## src/rtl/alarm_irq_pkg.sv

```systemverilog
package alarm_irq_pkg;
  localparam int unsigned DEF_PULSE_CYCLES = 1024;
  localparam int unsigned DEF_BYTE_BITS    = 8;
  localparam int unsigned NUM_ALARMS       = 2;

  typedef enum logic {
    MODE_LATCH = 1'b0,
    MODE_PULSE = 1'b1
  } irq_mode_e;
endpackage

```

## src/rtl/alarm_rd_clear.sv

```systemverilog
module alarm_rd_clear #(
  parameter int unsigned BYTE_BITS = 8
) (
  input  logic clk,
  input  logic rst_n,
  input  logic rd_active,
  input  logic bclk,
  output logic clr_o
);
  localparam int unsigned CW = $clog2(BYTE_BITS + 1);
  localparam logic [CW-1:0] LAST = CW'(BYTE_BITS - 1);
  localparam logic [CW-1:0] FULL = CW'(BYTE_BITS);

  logic          bclk_q;
  logic [CW-1:0] falls;
  logic          fall;

  assign fall  = bclk_q & ~bclk;
  assign clr_o = rd_active & fall & (falls == LAST);

  always_ff @(posedge clk) begin
    if (!rst_n) begin
      bclk_q <= 1'b0;
      falls  <= '0;
    end else begin
      bclk_q <= bclk;
      if (!rd_active)
        falls <= '0;
      else if (fall && falls != FULL)
        falls <= falls + 1'b1;
    end
  end
endmodule

```

## src/rtl/alarm_flag_bank.sv

```systemverilog
module alarm_flag_bank #(
  parameter int unsigned N = 2
) (
  input  logic         clk,
  input  logic         rst_n,
  input  logic [N-1:0] set_i,
  input  logic         clr_i,
  output logic [N-1:0] flag_o
);
  for (genvar i = 0; i < N; i++) begin : g_flag
    always_ff @(posedge clk) begin
      if (!rst_n)
        flag_o[i] <= 1'b0;
      else if (set_i[i])
        flag_o[i] <= 1'b1;   // a match beats a same-edge clear
      else if (clr_i)
        flag_o[i] <= 1'b0;
    end
  end
endmodule

```

## src/rtl/alarm_pulse_timer.sv

```systemverilog
module alarm_pulse_timer #(
  parameter int unsigned LEN = 1024
) (
  input  logic clk,
  input  logic rst_n,
  input  logic run_i,
  input  logic arm_i,
  input  logic tick_i,
  output logic active_o
);
  localparam int unsigned CW = $clog2(LEN + 1);
  localparam logic [CW-1:0] LOAD = CW'(LEN);

  logic [CW-1:0] remain;

  assign active_o = (remain != '0);

  always_ff @(posedge clk) begin
    if (!rst_n || !run_i)
      remain <= '0;
    else if (arm_i)
      remain <= LOAD;
    else if (tick_i && active_o)
      remain <= remain - 1'b1;
  end
endmodule

```

## src/rtl/alarm_irq_ctrl.sv

```systemverilog
module alarm_irq_ctrl
  import alarm_irq_pkg::*;
#(
  parameter int unsigned PULSE_CYCLES = DEF_PULSE_CYCLES,
  parameter int unsigned BYTE_BITS    = DEF_BYTE_BITS
) (
  input  logic clk,
  input  logic rst_n,
  input  logic pulse_mode,
  input  logic hit0,
  input  logic hit1,
  input  logic irq_en0,
  input  logic irq_en1,
  input  logic stat_rd,
  input  logic stat_bclk,
  input  logic osc_tick,
  output logic flag0,
  output logic flag1,
  output logic irq_n
);
  irq_mode_e               mode;
  logic                    rd_clr;
  logic                    pulse_on;
  logic [NUM_ALARMS-1:0]   set_vec;
  logic [NUM_ALARMS-1:0]   flags;
  logic [NUM_ALARMS-1:0]   en_vec;
  logic                    latch_req;

  assign mode    = irq_mode_e'(pulse_mode);
  assign set_vec = {hit1, hit0 & (mode == MODE_LATCH)};
  assign en_vec  = {irq_en1, irq_en0};

  alarm_rd_clear #(.BYTE_BITS(BYTE_BITS)) u_rdclr (
    .clk       (clk),
    .rst_n     (rst_n),
    .rd_active (stat_rd),
    .bclk      (stat_bclk),
    .clr_o     (rd_clr)
  );

  alarm_flag_bank #(.N(NUM_ALARMS)) u_flags (
    .clk    (clk),
    .rst_n  (rst_n),
    .set_i  (set_vec),
    .clr_i  (rd_clr),
    .flag_o (flags)
  );

  alarm_pulse_timer #(.LEN(PULSE_CYCLES)) u_pulse (
    .clk      (clk),
    .rst_n    (rst_n),
    .run_i    (mode == MODE_PULSE),
    .arm_i    (hit0),
    .tick_i   (osc_tick),
    .active_o (pulse_on)
  );

  assign latch_req = |(flags & en_vec);
  assign flag0     = flags[0];
  assign flag1     = flags[1];
  assign irq_n     = (mode == MODE_PULSE) ? ~pulse_on : ~latch_req;
endmodule

```

## config.mk

```make
export PLATFORM = sky130hd
export DESIGN_NAME = alarm_irq_ctrl
export DESIGN_NICKNAME = d
export VERILOG_FILES = /design/src/rtl/alarm_irq_pkg.sv /design/src/rtl/alarm_rd_clear.sv /design/src/rtl/alarm_flag_bank.sv /design/src/rtl/alarm_pulse_timer.sv /design/src/rtl/alarm_irq_ctrl.sv
export SDC_FILE = /design/constraint.sdc
export NUM_CORES = 1
export LEC_CHECK = 0
export ABC_AREA = 1
export CAP_MARGIN = 0
export CORE_MARGIN = 5
export CORE_UTILIZATION = 45
export DETAILED_ROUTE_END_ITERATION = 16
export GPL_TIMING_DRIVEN = 0
export HOLD_SLACK_MARGIN = 0.02
export PLACE_DENSITY = 0.69
export SETUP_SLACK_MARGIN = 0.02
export SLEW_MARGIN = 30
export SYNTH_ARGS = -nofsm -noshare
export SYNTH_HDL_FRONTEND = slang
export SYNTH_HIERARCHICAL = 1
export SYNTH_SLANG_ARGS = --single-unit
export TNS_END_PERCENT = 100
```

## constraint.sdc

```tcl
create_clock -name clk -period 1.45 [get_ports clk]
set_input_delay 0.29 -clock clk [delete_from_list [all_inputs] [get_ports clk]]
set_output_delay 0.29 -clock clk [all_outputs]
set_load 0.03 [all_outputs]
```

==> metrics.md <==
| Metric | Value |
|---|---|
| Ys Warns | 6 |
| Placed Area | 0.00126 mm² |
| Max VDD drop | 0.523 mV |
| Layout Cells excl Fill | 210 |
| Layout cells sized above 1 | 0.269 |
| Sw Share | 0.313 |
| Vias per cell | 4.75 |
| Num CTS Buffers | 3 |
| Mapped Area | 0.00107 mm² |
| Sw power | 0.352 mW |
| Area growth, synth to finish | 33.4% |
| Total power | 1.12 mW |
| Sequential-to-total area share from yosys stat | 0.335 |
| Final wirelength | 2.23 mm |
| Sinks on Clock Net | 18 |
| Max Buffers Root-to-Sink | 2 |
| Post-synth top area share | 0.335 |
| Actual slew at the worst max-slew pin | 0.317 ns |
| Die width | 58.9 µm |
| Synthesized area per cell | 6.72 µm² |
| Initial DRC count | 21 |
| Number of H-tree levels | 1 |
| Clock power frac | 0.224 |
| Failing checks | negative setup slack |
| Vias in the first global route | 929 |
| Startpoint types | register |
| Core area | 0.00225 mm² |
| Required time worst endpoint | 1.16 ns |
| Critical path endpoint category | output port |
| Tmin final | 1.73 ns |
| Setup TNS | -0.284 ns |
| Sequential cell fraction of total power | 0.468 |
| Starting density of the core | 0.477 |
| Die area | 0.00347 mm² |
| Hold Violations, Final | 0 |
| Hold buffer count at CTS | 0 |
| Placed instance count | 200 |
| FP Rows | 17 |
| I/O Pins | 13 |
| Initial antenna violation count | 0 |
| Ranking of synthesized cells by area | dfxtp_1, nand2_1, inv_1 |
| Setup violators final | 1 |
| Yosys cell types | 24 |
| Finished Core Util | 0.636 |
| Largest net degree at the start of global routing | 11 |
| Post-DP HPWL | 1.62 mm |
| Pwr dens | 784 mW/mm² |
| Final worst setup slack | -0.284 ns |
| CTS root buffer | clkbuf_4 |
| Overall global routing resource usage | 0.135 |
| Most common cell after layout, fill and taps aside | nand2_1 |
| Reg clk slew, reported paths | 0.10 ns |
| Count of nets after finishing | 198 |
| Top_reg_cell synth | dfxtp_1 |
| Crit path max fanout | 2 |
| CP arrival | 1.44 ns |
| Die H | 58.9 µm |
| First-pass GRT wire length | 3.65 mm |
| #FFs+latches synth | 18 |
| Leakage power | 0.640 nW |
| Number of enable flip-flop cells after synthesis | 0 |
| CTS tree | yes |
| Fmax | 577 MHz |
| RSZ-0062 raised after global routing | yes |
| Slew HR | 0.789 |
| Max-cap violation count | 0 |
| Hold WC Path Type | reg2reg |
| Most frequent cells in the layout | nand2_1, inv_1, nor2_1, a21oi_1, dfxtp_1 |
| Asr flop ratio synth | 0 |
| Remaining Overflow, GRT | 0 |
| Syn_nets | 174 |
| Comb pwr share | 0.309 |
| # DRC | 0 |
| Drt first pass iters | 4 |
| Antenna diodes | 0 |
| WHS | 0.482 ns |
| Fin area | 0.00143 mm² |
| Post-Syn Instances | 160 |
| Top cell type by total area after synthesis | dfxtp_1 |
| DP Worst Slack | -0.662 ns |
| Detail Route Antenna Nets | 0 |
| FILL cells | 208 |
| Kind of critical path | reg2out |
| P_int | 0.772 mW |
| Worst skew pair latency | 0.30 ns |
| Outcome | finished with violations |
| Port buffer count | 12 |
| Period utilization | 1.20 |
| Worst Skew | 0.00249 ns |
| Placer Congestion | 0.871 |
| Routed WL per cell | 10.6 µm |
| Final Max Tran Viols | 0 |
| Via Count | 998 |
-- power by group through the flow --
stage                     sequential (mW)  combinational [mW]  clock [mW]
after floorplan                     0.540               0.185           0
after global placement              0.534               0.264           0
after detailed placement            0.534               0.269           0
after CTS                           0.524               0.305       0.264
after global routing                0.529               0.380       0.284
final                               0.526               0.347       0.252
-- cells by family after synthesis --
kind of cell / count (synthesis) / share of synthesized area
DFF: 18 / 0.335
adders and majority gates: 4 / 0.0466
buffers and inverters: 31 / 0.115
AOI/OAI and AO/OA: 17 / 0.0827
and+or+nand+nor: 83 / 0.363
xor gates and xnor gates: 7 / 0.0570
-- registers in the layout (all words and copies together) (netlist names) --
register	cells
u_rdclr/falls	4
u_pulse/remain	11
u_flags/flag_o	2
u_rdclr/bclk_q	1
-- worst max-delay path: stages (launching register included) --
cell     delay [ns]
dfxtp_2        0.35
inv_4          0.06
ha_4           0.12
inv_2          0.03
nor2_4         0.11
nand3_4        0.06
or2_4          0.24
nand2_4        0.06
buf_6          0.12
-- path summary, 6_finish.rpt --
| kind | from | end | slack (ns) | depth (start not counted) |
|---|---|---|---|---|
| hold reg to reg | u_flags/flag_o[1] | u_flags/flag_o[1] | 0.48 | 2 |
| setup reg to reg | u_pulse/remain[0] | u_pulse/remain[3] | 0.10 | 10 |
| setup / recovery | u_pulse/remain[0] | irq_n | -0.28 | 8 |
| hold / removal | u_flags/flag_o[1] | u_flags/flag_o[1] | 0.48 | 2 |
-- synth_stat cells (4+ instances only) --
cell     instances
nand2_1         42
inv_1           27
dfxtp_1         18
nor2_1          17
a21oi_1         12
nand3_1         10
xor2_1           5
ha_1             4
nand4_1          4
o21ai_0          4
-- what timing repair did --
action / in CTS / in global routing
setup endpoints to repair: 3 / 12
gates resized for setup: 23 / 14
setup buffers: 5 / 4
cloned: 0 / 1
pin swaps: 14 / 10
-- cell type report --
type | count | area (µm²) | area share
inverter | 30 | 118 | 0.0820
tap | 28 | 35.0 | 0.0244
clock buffer | 3 | 22.5 | 0.0157
buffer | 1 | 15.0 | 0.0105
multi-input combinational | 111 | 686 | 0.478
sequential | 18 | 369 | 0.257
timing repair buffer | 19 | 189 | 0.132
-- layer usage --
metal,part of all wire,GRT usage,up-vias
met2,0.51,0.221,6
li1,-,-,539
met1,0.45,0.166,448
met4,0.021,0.0809,0
met5,0,0,-
met3,0.013,0.0197,5
Power figures use the tool's default switching activity.
